[config.mk]
export PLATFORM = sky130hd
export DESIGN_NAME = i2c_arb_detect
export DESIGN_NICKNAME = d
export VERILOG_FILES = /design/src/rtl/i2c_arb_pkg.sv /design/src/rtl/arb_cmp.sv /design/src/rtl/addr_listen.sv /design/src/rtl/arb_flag.sv /design/src/rtl/i2c_arb_detect.sv
export SDC_FILE = /design/constraint.sdc
export NUM_CORES = 1
export LEC_CHECK = 0
export CAP_MARGIN = 30
export CORE_MARGIN = 5
export CORE_UTILIZATION = 35
export DETAILED_ROUTE_END_ITERATION = 6
export PLACE_DENSITY = 0.6
export SYNTH_ARGS = -nofsm -noshare
export SYNTH_HDL_FRONTEND = slang
export SYNTH_SLANG_ARGS = --single-unit
export TNS_END_PERCENT = 5
[constraint.sdc]
create_clock -name clk -period 3.12 [get_ports clk]
set_input_delay 0.624 -clock clk [delete_from_list [all_inputs] [get_ports clk]]
set_output_delay 0.624 -clock clk [all_outputs]
set_load 0.05 [all_outputs]
[src/rtl/i2c_arb_pkg.sv]
package i2c_arb_pkg;
  typedef enum logic [1:0] {
    PH_IDLE = 2'd0,
    PH_ADDR = 2'd1,
    PH_DATA = 2'd2
  } phase_e;
endpackage

[src/rtl/arb_cmp.sv]
module arb_cmp (
  input  logic clk,
  input  logic rst,
  input  logic arb_dis,
  input  logic scl_rise,
  input  logic tx_bit,
  input  logic phase_act,
  input  logic hold_off,
  input  logic drv_sda,
  input  logic sda_in,
  output logic lose_evt,
  output logic lost_q,
  output logic rel_q
);
  logic mism;

  // either direction of disagreement is a loss (a high seen while low is driven is a bus fault)
  assign mism     = drv_sda ^ sda_in;
  assign lose_evt = scl_rise & tx_bit & phase_act & ~arb_dis & ~hold_off & mism;

  always_ff @(posedge clk) begin
    if (rst) begin
      lost_q <= 1'b0;
      rel_q  <= 1'b0;
    end else begin
      lost_q <= lose_evt;
      rel_q  <= lose_evt;
    end
  end

  a_r1_disabled_quiet: assert property (@(posedge clk) disable iff (rst)
    arb_dis |=> !lost_q);
  a_r2_strobe_only: assert property (@(posedge clk) disable iff (rst)
    !scl_rise |=> !lost_q);
  a_r3_equal_no_loss: assert property (@(posedge clk) disable iff (rst)
    (drv_sda == sda_in) |=> !lost_q);
endmodule

[src/rtl/addr_listen.sv]
module addr_listen #(
  parameter int ADDR_W = 7
) (
  input  logic              clk,
  input  logic              rst,
  input  logic              scl_rise,
  input  logic              in_addr,
  input  logic              is_master,
  input  logic              sda_in,
  input  logic              lose_evt,
  input  logic [ADDR_W-1:0] own_addr,
  output logic              listen_q,
  output logic              stx_q,
  output logic              srx_q
);
  localparam int CNT_W = $clog2(ADDR_W + 2);
  localparam logic [CNT_W-1:0] LAST = CNT_W'(ADDR_W);

  logic [CNT_W-1:0]  cnt;
  logic [ADDR_W-1:0] sh;
  logic              lose_addr;
  logic              track;
  logic              counting;

  assign lose_addr = lose_evt & in_addr & is_master;
  assign track     = listen_q | lose_addr;
  assign counting  = in_addr | listen_q;

  always_ff @(posedge clk) begin
    if (rst) begin
      cnt      <= '0;
      sh       <= '0;
      listen_q <= 1'b0;
      stx_q    <= 1'b0;
      srx_q    <= 1'b0;
    end else begin
      stx_q <= 1'b0;
      srx_q <= 1'b0;
      if (!counting) begin
        cnt <= '0;
      end else if (scl_rise && cnt <= LAST) begin
        cnt <= cnt + 1'b1;
        if (cnt < LAST) sh <= {sh[ADDR_W-2:0], sda_in};
        if (cnt == LAST) begin
          listen_q <= 1'b0;
          if (track && sh == own_addr) begin
            stx_q <= sda_in;
            srx_q <= ~sda_in;
          end
        end else if (lose_addr) begin
          listen_q <= 1'b1;
        end
      end
    end
  end

  a_r6_one_role: assert property (@(posedge clk) disable iff (rst)
    !(stx_q && srx_q));
  a_r6_role_on_strobe: assert property (@(posedge clk) disable iff (rst)
    (stx_q || srx_q) |-> $past(scl_rise));
  a_r5_listen_from_master_loss: assert property (@(posedge clk) disable iff (rst)
    $rose(listen_q) |-> $past(lose_evt && is_master && in_addr));
endmodule

[src/rtl/arb_flag.sv]
module arb_flag (
  input  logic clk,
  input  logic rst,
  input  logic set,
  input  logic clr,
  output logic flag_q
);
  always_ff @(posedge clk) begin
    if (rst)      flag_q <= 1'b0;
    else if (clr) flag_q <= 1'b0;
    else if (set) flag_q <= 1'b1;
  end

  a_r8_set_on_loss: assert property (@(posedge clk) disable iff (rst)
    (set && !clr) |=> flag_q);
  a_r8_clear_wins: assert property (@(posedge clk) disable iff (rst)
    clr |=> !flag_q);
  a_r8_sticky: assert property (@(posedge clk) disable iff (rst)
    (flag_q && !clr) |=> flag_q);
endmodule

[src/rtl/i2c_arb_detect.sv]
module i2c_arb_detect
  import i2c_arb_pkg::*;
#(
  parameter int ADDR_W = 7
) (
  input  logic              clk,
  input  logic              rst,
  input  logic              arb_dis,
  input  logic              scl_rise,
  input  logic              tx_bit,
  input  logic              drv_sda,
  input  logic              sda_in,
  input  logic [1:0]        phase,
  input  logic              is_master,
  input  logic [ADDR_W-1:0] own_addr,
  input  logic              flag_clr,
  output logic              arb_lost,
  output logic              arb_flag,
  output logic              release_lines,
  output logic              slave_tx_req,
  output logic              slave_rx_req
);
  phase_e ph;
  logic   lose_evt;
  logic   listen;

  assign ph = phase_e'(phase);

  arb_cmp u_cmp (
    .clk      (clk),
    .rst      (rst),
    .arb_dis  (arb_dis),
    .scl_rise (scl_rise),
    .tx_bit   (tx_bit),
    .phase_act(ph != PH_IDLE),
    .hold_off (listen),
    .drv_sda  (drv_sda),
    .sda_in   (sda_in),
    .lose_evt (lose_evt),
    .lost_q   (arb_lost),
    .rel_q    (release_lines)
  );

  addr_listen #(.ADDR_W(ADDR_W)) u_listen (
    .clk      (clk),
    .rst      (rst),
    .scl_rise (scl_rise),
    .in_addr  (ph == PH_ADDR),
    .is_master(is_master),
    .sda_in   (sda_in),
    .lose_evt (lose_evt),
    .own_addr (own_addr),
    .listen_q (listen),
    .stx_q    (slave_tx_req),
    .srx_q    (slave_rx_req)
  );

  arb_flag u_flag (
    .clk   (clk),
    .rst   (rst),
    .set   (lose_evt),
    .clr   (flag_clr),
    .flag_q(arb_flag)
  );

  a_r4_lost_sets_flag: assert property (@(posedge clk) disable iff (rst)
    arb_lost |-> (arb_flag || $past(flag_clr)));
  a_r5_no_loss_while_listening: assert property (@(posedge clk) disable iff (rst)
    listen |=> !arb_lost);
endmodule

==> metrics.yaml <==
finalCritPeriodShare_pct: 65.46
power_leakage_uw: 0.0004162
p_switching_uw: 82.34
vias: 564
synth_common_cells: "dfxtp_1 (16), nor2_1 (13), mux2i_1 (8)"
netSwitchingFraction_pct: 21.15
cp_slowest_cell: "clkdlybuf4s50_1"
ir_drop_v: 0.0001817
die_w_um: 55.97
outcome: "complete, no violations"
hpwl_um: 1127
pin_count: 23
ys_seq_area_share_pct: 43.32
async_reset_ff_share_pct: 0
cpPeakStageDelay_ps: 800
synth_seq_cells: 16
busiest_layer: "met2"
pwr-share-clk_pct: 34.1
crit_type: "register to output port"
ctsHoldBuffers: 0
firstDrtPassIters: 2
rows: 16
area_growth_pct: 37.06
fp.coreArea_um2: 1982
wl_per_cell_um: 11.35
netlist_area_um2: 739.5
relSlewSlack_pct: 65.30
root_buffer: "clkbuf_4"
synth_top_area_share_pct: 43.32
grt_usage_pct: 9.990
clock_latency_ps: 280
dp_cells: 120
yosysMostFrequentCell: "dfxtp_1"
drtIter0Drc: 4
fmax_mhz: 489.6
cp_top_family: "buffers and inverters"
grtUsageMet2_pct: 14.69
via_per_inst: 4.548
use_met3_pct: 3.944
worst-path-buf-inv: 1
totalWireLength_um: 1408
critPathLaunchType: "register"
cts_resized: 0
yosys.cell_types.count: 27
synth_top_flop_cell: "dfxtp_1"
skew_ps: 4.159
grt_pass1_wl_um: 2449
grtUsageMet1_pct: 11.65
numPortBuffers: 22
cts_sinks: 16
numCtsBuffers: 3
grt_max_degree: 12
crit_arrival_ps: 1420
die_height_um: 55.97
rsz0062_at_grt: "no"
antenna_cells_inserted: 0
p_seq_share_pct: 53.1
crit_chain: "clkdlybuf4s50_1"
post-cts-setup-buffers: 0
clk_pin_slew_worst_paths_ps: 90
setup_violations: 0
syn-instance-count: 74
drc: 0
p_int_uw: 307.0
fin_tns_setup_ps: 0
htreeDepth: 1
antenna_found_initial: 0
drive_gt1_share_pct: 9.278
final_cells: 124
cp.required_ps: 2500
cts_buffer_depth: 2
synth-edff-count: 0
p_per_area_nw_per_um2: 384.2
grt_overflow: 0
endpoint_kind: "output port"
gp_congestion: 0.7616
synth_largest_area_cell: "dfxtp_1"
drv_slew: 0
final_antenna_net_count: 0
synth.avg_cell_area_um2: 9.993
final_nets: 117
synth_area_leaders: "dfxtp_1 (43%), mux2i_1 (11%), xor2_1 (8.3%)"
hp-class: "register to register"
synth-warning-count: 0
worstMarginPinSlew_ps: 519.0
tritoncts: "done"
max_cap_violations: 0
die_area_um2: 3132
period_minus_slack_ps: 2042
grt_pass1_vias: 575
synth_fp_nets: 93
combinationalPowerShare_pct: 12.8
initial_core_util_pct: 37.31
finalHoldViolations: 0
cp_max_fo: 2
-- registers in the layout (all words and copies together) (netlist names) --
| name | cells |
|---|---|
| u_listen.stx_q | 1 |
| u_flag.flag_q | 1 |
| u_listen.listen_q | 1 |
| u_listen.sh | 7 |
| u_listen.srx_q | 1 |
| u_listen.cnt | 4 |
| u_cmp.lost_q | 1 |
-- path summary, 6_finish.rpt --
kind | slack, ps | to | cells past startpoint | startpoint
max | 1080 | arb_flag | 1 | u_flag.flag_q
max reg2reg | 1650 | u_listen.sh[1] | 4 | u_listen.cnt[3]
min | 500 | u_flag.flag_q | 2 | u_flag.flag_q
min reg2reg | 500 | u_flag.flag_q | 2 | u_flag.flag_q
-- per-layer routing --
layer | vias up | wire (um)
met5 | - | 0
met4 | 0 | 31
met3 | 4 | 122
met2 | 19 | 588
met1 | 239 | 666
li1 | 302 | -
-- kinds of logic (layout without fill, tap and decap cells) --
logic type               Yosys count  count (layout)  share of synthesized area [%]
AO/OA/AOI/OAI                      5               5                          6.938
XOR/XNOR                          10              10                          11.85
adder cells (fa/ha/maj)            1               1                          1.692
buffers and inverters              3              26                          2.199
flip-flops                        16              16                          43.32
multiplexers                       8               8                          10.83
AND/OR/NAND/NOR                   31              31                          23.18
-- power by group through the flow --
stage               clock, uW  combinational [uW]  sequential (uW)
global placement            0                50.4              211
finish                    133                49.9              207
detailed placement          0                50.6              211
global route              149                54.6              207
CTS                       140                50.8              207
floorplan                   0                21.9              213
-- layout make-up --
cell class | instances | area, um^2
clock buffers | 4 | 36.28
fillers | 179 | 968.4
multi-input cells | 55 | 402.9
flip-flops and latches | 16 | 320.3
well taps | 27 | 33.78
repair buffers | 22 | 220.2
-- per-stage QoR --
step | setup slack, ps | area (um^2) | utilization, % | hold slack, ps | power, uW
2_1_floorplan | 1574 | 739.5 | - | 440.9 | 234.5
3_3_place_gp | 781.0 | 977.2 | 49.31 | 465.5 | 261.8
6_report | 1078 | 1013 | 51.14 | 496.4 | 389.4
5_1_grt | 920.9 | 1013 | 51.14 | 516.0 | 410.9
3_5_place_dp | 765.8 | 977.2 | 49.31 | 467.4 | 262.0
4_1_cts | 1052 | 1013 | 51.14 | 502.6 | 397.6
-- layout by cell type (no fill, tap or decap) --
cell             count
nor2_1              13
and2b_1              1
nor2b_1              2
nor3_2               1
nor4b_1              1
or4_1                1
nand3b_1             1
xnor2_1              3
and2_2               1
clkbuf_4             3
ha_1                 1
dfxtp_1             16
clkbuf_8             1
nor3b_1              1
nand3_1              1
clkdlybuf4s50_1     22
o21bai_4             1
o211ai_2             1
nand2_1              2
mux2i_1              8
xor2_1               7
nor3_1               3
a31oi_1              1
nor2b_4              1
nor4_1               2
a21oi_1              1
a41oi_1              1
Note: power is estimated with default switching activity, not from simulation.
